[config.mk]
export PLATFORM = sky130hd
export DESIGN_NAME = spi_mem_engine
export DESIGN_NICKNAME = d
export VERILOG_FILES = /design/src/rtl/spi_mem_pkg.sv /design/src/rtl/spi_mem_sync.sv /design/src/rtl/spi_mem_shifter.sv /design/src/rtl/spi_mem_fsm.sv /design/src/rtl/spi_mem_engine.sv
export SDC_FILE = /design/constraint.sdc
export NUM_CORES = 1
export LEC_CHECK = 0
export BUFFER_PORTS_ARGS = -buffer_cell sky130_fd_sc_hd__buf_2
export CAP_MARGIN = 5
export CORE_MARGIN = 3
export CORE_UTILIZATION = 40
export DETAILED_ROUTE_END_ITERATION = 7
export SLEW_MARGIN = 0
export SYNTH_ARGS = -nofsm -noshare
export SYNTH_HDL_FRONTEND = slang
export SYNTH_SLANG_ARGS = --single-unit
export TNS_END_PERCENT = 30
[constraint.sdc]
create_clock -name clk -period 4.45 [get_ports clk]
set_clock_uncertainty 0.1 [all_clocks]
set_input_delay 0.445 -clock clk [delete_from_list [all_inputs] [get_ports clk]]
set_output_delay 0.445 -clock clk [all_outputs]
set_load 0.01 [all_outputs]
[src/rtl/spi_mem_pkg.sv]
package spi_mem_pkg;

  localparam int BYTE_W = 8;

  // opcode prefixes (opcode bits above the embedded high address bits)
  localparam logic [4:0] PFX_BLK_WR = 5'b00011;
  localparam logic [4:0] PFX_RND_WR = 5'b00001;
  localparam logic [4:0] PFX_BLK_RD = 5'b00111;
  localparam logic [4:0] PFX_RND_RD = 5'b00101;

  typedef enum logic [3:0] {
    ST_CMD,
    ST_BW_ADDR,
    ST_BW_DATA,
    ST_RW_ADDR,
    ST_RW_DATA,
    ST_BR_ADDR,
    ST_BR_STREAM,
    ST_RR_ADDR,
    ST_RR_DUMMY,
    ST_RR_DATA,
    ST_SKIP
  } state_e;

endpackage

[src/rtl/spi_mem_sync.sv]
module spi_mem_sync #(
  parameter int              WIDTH   = 3,
  parameter int              STAGES  = 2,
  parameter logic [WIDTH-1:0] RST_VAL = '0
) (
  input  logic             clk,
  input  logic             rst,
  input  logic [WIDTH-1:0] d,
  output logic [WIDTH-1:0] q
);

  logic [WIDTH-1:0] chain_q [STAGES];

  always_ff @(posedge clk) begin
    if (rst) chain_q[0] <= RST_VAL;
    else     chain_q[0] <= d;
  end

  for (genvar s = 1; s < STAGES; s++) begin : g_stage
    always_ff @(posedge clk) begin
      if (rst) chain_q[s] <= RST_VAL;
      else     chain_q[s] <= chain_q[s-1];
    end
  end

  assign q = chain_q[STAGES-1];

endmodule

[src/rtl/spi_mem_shifter.sv]
module spi_mem_shifter #(
  parameter int BYTE_W = 8
) (
  input  logic              clk,
  input  logic              rst,
  input  logic              active,
  input  logic              sclk_rise,
  input  logic              sclk_fall,
  input  logic              mosi,
  input  logic              load,
  input  logic [BYTE_W-1:0] load_data,
  output logic              byte_done,
  output logic [BYTE_W-1:0] rx_byte,
  output logic              miso
);

  localparam int CNT_W = $clog2(BYTE_W);
  localparam logic [CNT_W-1:0] LAST_BIT = CNT_W'(BYTE_W - 1);

  logic [CNT_W-1:0]  bit_q;
  logic [BYTE_W-1:0] rx_sr;
  logic [BYTE_W-1:0] tx_sr;
  logic [BYTE_W-1:0] rx_next;

  assign rx_next = {rx_sr[BYTE_W-2:0], mosi};

  always_ff @(posedge clk) begin
    if (rst) begin
      bit_q     <= '0;
      rx_sr     <= '0;
      tx_sr     <= '0;
      byte_done <= 1'b0;
      rx_byte   <= '0;
    end else if (!active) begin
      bit_q     <= '0;
      rx_sr     <= '0;
      tx_sr     <= '0;
      byte_done <= 1'b0;
    end else begin
      byte_done <= 1'b0;
      if (sclk_rise) begin
        rx_sr <= rx_next;
        if (bit_q == LAST_BIT) begin
          bit_q     <= '0;
          byte_done <= 1'b1;
          rx_byte   <= rx_next;
        end else begin
          bit_q <= bit_q + 1'b1;
        end
      end
      // the fall that closes a byte (bit counter at zero) does not shift:
      // the next byte's MSB is loaded around that time
      if (load) begin
        tx_sr <= load_data;
      end else if (sclk_fall && bit_q != '0) begin
        tx_sr <= {tx_sr[BYTE_W-2:0], 1'b0};
      end
    end
  end

  assign miso = tx_sr[BYTE_W-1];

endmodule

[src/rtl/spi_mem_fsm.sv]
module spi_mem_fsm
  import spi_mem_pkg::*;
#(
  parameter int ADDR_W = 11
) (
  input  logic              clk,
  input  logic              rst,
  input  logic              active,
  input  logic              byte_done,
  input  logic [BYTE_W-1:0] rx_byte,
  input  logic [BYTE_W-1:0] mem_rdata,
  output logic              mem_req,
  output logic              mem_we,
  output logic [ADDR_W-1:0] mem_addr,
  output logic [BYTE_W-1:0] mem_wdata,
  output logic              tx_load,
  output logic [BYTE_W-1:0] tx_data,
  output state_e            state
);

  localparam int HI_W  = ADDR_W - BYTE_W;
  localparam int PFX_W = BYTE_W - HI_W;

  state_e            state_q;
  logic [ADDR_W-1:0] addr_q;
  logic              req_q;
  logic              we_q;
  logic [ADDR_W-1:0] maddr_q;
  logic [BYTE_W-1:0] wdata_q;
  logic              zero_ld_q;
  logic              rd_wait_q;
  logic [PFX_W-1:0]  pfx;

  assign pfx = rx_byte[BYTE_W-1:HI_W];

  always_ff @(posedge clk) begin
    if (rst) begin
      state_q   <= ST_CMD;
      addr_q    <= '0;
      req_q     <= 1'b0;
      we_q      <= 1'b0;
      maddr_q   <= '0;
      wdata_q   <= '0;
      zero_ld_q <= 1'b0;
      rd_wait_q <= 1'b0;
    end else begin
      req_q     <= 1'b0;
      we_q      <= 1'b0;
      zero_ld_q <= 1'b0;
      rd_wait_q <= req_q & ~we_q;
      if (!active) begin
        state_q <= ST_CMD;
      end else if (byte_done) begin
        // every byte that does not launch a read queues a zero for MISO
        zero_ld_q <= 1'b1;
        unique case (state_q)
          ST_CMD: begin
            addr_q <= {rx_byte[HI_W-1:0], {BYTE_W{1'b0}}};
            if      (pfx == PFX_W'(PFX_BLK_WR)) state_q <= ST_BW_ADDR;
            else if (pfx == PFX_W'(PFX_RND_WR)) state_q <= ST_RW_ADDR;
            else if (pfx == PFX_W'(PFX_BLK_RD)) state_q <= ST_BR_ADDR;
            else if (pfx == PFX_W'(PFX_RND_RD)) state_q <= ST_RR_ADDR;
            else                                state_q <= ST_SKIP;
          end
          ST_BW_ADDR: begin
            addr_q[BYTE_W-1:0] <= rx_byte;
            state_q            <= ST_BW_DATA;
          end
          ST_BW_DATA: begin
            req_q   <= 1'b1;
            we_q    <= 1'b1;
            maddr_q <= addr_q;
            wdata_q <= rx_byte;
            addr_q  <= addr_q + 1'b1;
          end
          ST_RW_ADDR: begin
            addr_q[BYTE_W-1:0] <= rx_byte;
            state_q            <= ST_RW_DATA;
          end
          ST_RW_DATA: begin
            req_q   <= 1'b1;
            we_q    <= 1'b1;
            maddr_q <= addr_q;
            wdata_q <= rx_byte;
            state_q <= ST_RW_ADDR;
          end
          ST_BR_ADDR: begin
            addr_q[BYTE_W-1:0] <= rx_byte;
            state_q            <= ST_BR_STREAM;
          end
          ST_BR_STREAM: begin
            zero_ld_q <= 1'b0;
            req_q     <= 1'b1;
            maddr_q   <= addr_q;
            addr_q    <= addr_q + 1'b1;
          end
          ST_RR_ADDR: begin
            addr_q[BYTE_W-1:0] <= rx_byte;
            state_q            <= ST_RR_DUMMY;
          end
          ST_RR_DUMMY: begin
            zero_ld_q <= 1'b0;
            req_q     <= 1'b1;
            maddr_q   <= addr_q;
            state_q   <= ST_RR_DATA;
          end
          ST_RR_DATA: begin
            state_q <= ST_RR_ADDR;
          end
          default: begin
            state_q <= ST_SKIP;
          end
        endcase
      end
    end
  end

  assign mem_req   = req_q;
  assign mem_we    = we_q;
  assign mem_addr  = maddr_q;
  assign mem_wdata = wdata_q;
  assign tx_load   = zero_ld_q | rd_wait_q;
  assign tx_data   = rd_wait_q ? mem_rdata : '0;
  assign state     = state_q;

endmodule

[src/rtl/spi_mem_engine.sv]
module spi_mem_engine
  import spi_mem_pkg::*;
#(
  parameter int ADDR_W      = 11,
  parameter int SYNC_STAGES = 2
) (
  input  logic              clk,
  input  logic              rst,
  input  logic              spi_sclk,
  input  logic              spi_csn,
  input  logic              spi_mosi,
  output logic              spi_miso,
  output logic              mem_req,
  output logic              mem_we,
  output logic [ADDR_W-1:0] mem_addr,
  output logic [BYTE_W-1:0] mem_wdata,
  input  logic [BYTE_W-1:0] mem_rdata
);

  logic [2:0]        pins_s;
  logic              sclk_s;
  logic              csn_s;
  logic              mosi_s;
  logic              sclk_d;
  logic              sclk_rise;
  logic              sclk_fall;
  logic              frame_active;
  logic              byte_done;
  logic [BYTE_W-1:0] rx_byte;
  logic              tx_load;
  logic [BYTE_W-1:0] tx_data;
  state_e            fsm_state;

  // pin order {sclk, csn, mosi}; chip-select resets to idle (high)
  spi_mem_sync #(
    .WIDTH  (3),
    .STAGES (SYNC_STAGES),
    .RST_VAL(3'b010)
  ) sync_i (
    .clk(clk),
    .rst(rst),
    .d  ({spi_sclk, spi_csn, spi_mosi}),
    .q  (pins_s)
  );

  assign sclk_s = pins_s[2];
  assign csn_s  = pins_s[1];
  assign mosi_s = pins_s[0];

  always_ff @(posedge clk) begin
    if (rst) sclk_d <= 1'b0;
    else     sclk_d <= sclk_s;
  end

  assign sclk_rise    = sclk_s & ~sclk_d;
  assign sclk_fall    = ~sclk_s & sclk_d;
  assign frame_active = ~csn_s;

  spi_mem_shifter #(.BYTE_W(BYTE_W)) shifter_i (
    .clk      (clk),
    .rst      (rst),
    .active   (frame_active),
    .sclk_rise(sclk_rise),
    .sclk_fall(sclk_fall),
    .mosi     (mosi_s),
    .load     (tx_load),
    .load_data(tx_data),
    .byte_done(byte_done),
    .rx_byte  (rx_byte),
    .miso     (spi_miso)
  );

  spi_mem_fsm #(.ADDR_W(ADDR_W)) fsm_i (
    .clk      (clk),
    .rst      (rst),
    .active   (frame_active),
    .byte_done(byte_done),
    .rx_byte  (rx_byte),
    .mem_rdata(mem_rdata),
    .mem_req  (mem_req),
    .mem_we   (mem_we),
    .mem_addr (mem_addr),
    .mem_wdata(mem_wdata),
    .tx_load  (tx_load),
    .tx_data  (tx_data),
    .state    (fsm_state)
  );

endmodule

==> impl_metrics.csv <==
group,metric,value,unit
run_status,status,"finished clean",
floorplan,die-width,94.13,um
clock_tree,cts_tree,"done",
cells_and_area,layout_common_cells,"dfxtp_1, nor2_1, nand2_1",
clock_tree,postCtsSetupRepairBufs,0,
clock_tree,cts.sinks,72,
setup_path,timing_worst_setup_path_type,"reg -> reg",
synthesis,synth-adder-area-share,0.01611,
synthesis,yosysSeqAreaShare,0.4640,
setup_path,critPathMaxStageDelay,920,ps
setup_path,crit_buf_inv,0,
synthesis,syn_area,0.003107,mm^2
floorplan,pin_count,35,
route,ant_nets,0,
placement,place_area,0.003317,mm^2
floorplan,die_y,94.13,um
route,drt_iter0_markers,190,
power_and_ir_drop,p_per_area,331.7,mW/mm^2
synthesis,synth_ff_type,"dfxtp_1",
synthesis,muxShareOfSynthArea,0.06766,
setup_path,cp-start-kind,"flop",
floorplan,start_util,0.4194,
setup_path,endpoint_kind,"flop",
synthesis,synth_edf_count,0,
floorplan,core_area,0.007408,mm^2
route,num_vias,2575,
cells_and_area,nets,401,
timing,slew_headroom,0.3073,
setup_path,worstReg2RegStart,"fsm_i.state[3]",
setup_path,required,4560,ps
setup_path,cpLargestDelayFamily,"simple AND/OR/NAND/NOR gates",
cells_and_area,drive_gt1_frac,0.1521,
global_route,grt_pass1_wl,11610,um
setup_path,crit_cells,4,
global_route,antenna_found_initial,0,
clock_tree,numCtsBuffers,9,
floorplan,floorplan.rows,31,
power_and_ir_drop,switching_share,0.2176,
cells_and_area,design_area,0.003503,mm^2
clock_tree,cts_resized,0,
worst_hold_path,hp-class,"in -> reg",
cells_and_area,mostFrequentLayoutCell,"dfxtp_1",
cells_and_area,area.growth.synth_to_final,12.77,%
placement,placedCellCount,472,
timing,final.setup.tns,0,ps
clock_tree,clock_path_buffers,2,
clock_tree,root_buffer,"clkbuf_8",
timing,drv_slew,0,
synthesis,postSynthCellCount,362,
timing,finalSetupViolCount,0,
setup_path,path_max_fanout,19,
route,firstDrtPassIters,5,
power_and_ir_drop,clkPwrFrac,0.425,
flow_run,max_cap_violations,0,
cells_and_area,final_cell_count_no_fill,487,
synthesis,syn_avg_cell_area,8.582,um^2
power_and_ir_drop,power.static_leakage,1.213,nW
timing,post-route-period-util,0.5162,
global_route,grt_usage,0.1666,
synthesis,synth_warnings,0,
setup_path,arrival,2410,ps
timing,fmax,435.3,MHz
timing,worst_slew_pin_slew,1035,ps
synthesis,ys_seq_elements,72,
global_route,grt_pass1_vias,2408,
setup_path,timing.rr.end,"fsm_i.mem_addr[1]",
floorplan,die-area,0.008860,mm^2
synthesis,ys_types,49,
synthesis,synth_xor_area_frac,0.002819,
global_route,grt_max_degree,49,
setup_path,r2r_setup_slack,2150,ps
clock_tree,htreeDepth,3,
clock_tree,insertion_delay,350,ps
power_and_ir_drop,vdd_drop_max,0.1937,mV
power_and_ir_drop,power_frac_comb,0.017,
synthesis,synth_top_family_by_area,"simple AND/OR/NAND/NOR gates",
setup_path,cp_cell_sequence,"nor3_1 -> nor4b_4 -> mux2i_1 -> nor2_1",
placement,io_buffers,34,
route,drt-total-wl,6721,um
power_and_ir_drop,switchingPower,0.0002529,W
setup_path,rr_worst_depth,4,
route,vias_per_cell,5.287,
route,wire_per_inst,13.80,um
placement,gp_congestion,0.8373,
synthesis,synth_simple_gate_area_frac,0.2348,
cells_and_area,antenna_cells,0,
timing,rsz0062_at_grt,"no",
placement,dp_hpwl,4556,um
route,drc,0,
timing,finalHoldViolCount,0,
timing,layout_min_cycle_time,2297,ps
synthesis,synth_compound_area_frac,0.1667,
synthesis,ys_async_sr_fraction,0,
setup_path,cp-startpoint,"fsm_i.state[3]",
power_and_ir_drop,p_seq_frac,0.558,
setup_path,crit_slowest_cell,"nor4b_4",
clock_tree,clkTransAtPathRegs,80,ps
synthesis,syn_nets,379,
clock_tree,cts_hold_buf,0,
setup_path,endpoint,"fsm_i.mem_addr[1]",
global_route,grt_overflow_total,0,
power_and_ir_drop,internal-power,0.0009091,W
power groups by stage:
stage | Clock, W | Combinational (W) | Sequential [W]
after global placement | 0 | 0.0000203 | 0.000663
after CTS | 0.000517 | 0.0000202 | 0.000648
after global routing | 0.000544 | 0.0000222 | 0.000648
after floorplan | 0 | 0.0000121 | 0.000663
after detailed placement | 0 | 0.0000203 | 0.000663
final | 0.000494 | 0.0000197 | 0.000648
registers in the layout, summed over array words and instances (netlist names):
name,flops
sync_i.chain_q,6
shifter_i.rx_byte,8
fsm_i.mem_we,1
fsm_i.addr_q,11
shifter_i.tx_sr,8
fsm_i.state,4
shifter_i.bit_q,3
sclk_d,1
fsm_i.mem_addr,11
shifter_i.byte_done,1
fsm_i.mem_req,1
fsm_i.mem_wdata,8
fsm_i.zero_ld_q,1
shifter_i.rx_sr,7
fsm_i.rd_wait_q,1
Yosys cell counts (2+ instances only):
| master | n | area, um^2 |
|---|---|---|
| a311o_1 | 2 | 20.02 |
| nor3_1 | 7 | 35.03 |
| nor2_1 | 44 | 165.2 |
| a21oi_2 | 2 | 17.52 |
| buf_2 | 7 | 35.03 |
| or2_2 | 3 | 18.77 |
| inv_1 | 9 | 33.78 |
| nand2_1 | 39 | 146.4 |
| a21boi_0 | 2 | 15.01 |
| or4_1 | 4 | 30.03 |
| ha_1 | 4 | 50.05 |
| nand2b_1 | 5 | 31.28 |
| mux2i_1 | 21 | 210.2 |
| a21o_1 | 3 | 22.52 |
| a31oi_1 | 4 | 25.02 |
| buf_1 | 3 | 11.26 |
| nor2b_1 | 6 | 37.54 |
| a211oi_1 | 10 | 75.07 |
| o32ai_1 | 2 | 17.52 |
| nand3_1 | 12 | 60.06 |
| dfxtp_1 | 72 | 1441 |
| nor4_1 | 2 | 12.51 |
| a21oi_1 | 36 | 180.2 |
| nor3b_1 | 11 | 82.58 |
| and3_1 | 2 | 12.51 |
| o21ai_0 | 11 | 55.05 |
| nand4_1 | 4 | 25.02 |
| clkbuf_1 | 14 | 52.55 |
cell type report:
| class | count | area (um^2) |
|---|---|---|
| clock buffer | 10 | 127.6 |
| multi-input combinational | 255 | 1525 |
| timing repair buffer | 37 | 192.7 |
| fill | 725 | 3905 |
| clock inverter | 5 | 58.81 |
| inverter | 9 | 33.78 |
| tap | 99 | 123.9 |
| sequential | 72 | 1441 |
per-layer routing:
layer,GRT usage,share of wire,vias to the layer above
met1,0.2187,0.48,1197
li1,-,-,1316
met5,0,0,-
met4,0.06739,0.0085,0
met2,0.2632,0.46,56
met3,0.03846,0.042,6
kinds of logic (layout without fill, tap and decap cells):
kind of cell / Yosys count / after routing
fa+ha+maj: 4 / 4
flops: 72 / 72
simple gates: 147 / 147
compound gates: 82 / 82
xor+xnor: 1 / 1
buf+inv: 35 / 61
mux: 21 / 21
worst min-delay path by stage:
stage / startpoint / to / cells past startpoint
2_1_floorplan: sync_i.chain_q[0][1] / sync_i.chain_q[1][1] / 1
3_3_place_gp: sync_i.chain_q[0][1] / sync_i.chain_q[1][1] / 1
3_5_place_dp: sync_i.chain_q[0][1] / sync_i.chain_q[1][1] / 1
4_1_cts: spi_csn / sync_i.chain_q[0][1] / 2
5_1_grt: spi_csn / sync_i.chain_q[0][1] / 2
6_report: spi_csn / sync_i.chain_q[0][1] / 2
worst register-to-register path: cells and delay by family (launching register included):
family	cells	cell delay, ps
flops	1	660
simple gates	3	1130
mux	1	280
stage by stage:
| stage | hold slack, ps | setup WS [ps] | total power [W] | util |
|---|---|---|---|---|
| final | 175.7 | 2153 | 0.001162 | 0.4729 |
| after global routing | 173.9 | 1983 | 0.001215 | 0.4729 |
| after CTS | 154.7 | 2134 | 0.001185 | 0.4729 |
| after detailed placement | 301.3 | 2156 | 0.0006835 | 0.4477 |
| after global placement | 300.6 | 2221 | 0.0006835 | 0.4477 |
| after floorplan | 289.5 | 2590 | 0.0006747 | - |
Power figures use the tool's default switching activity.
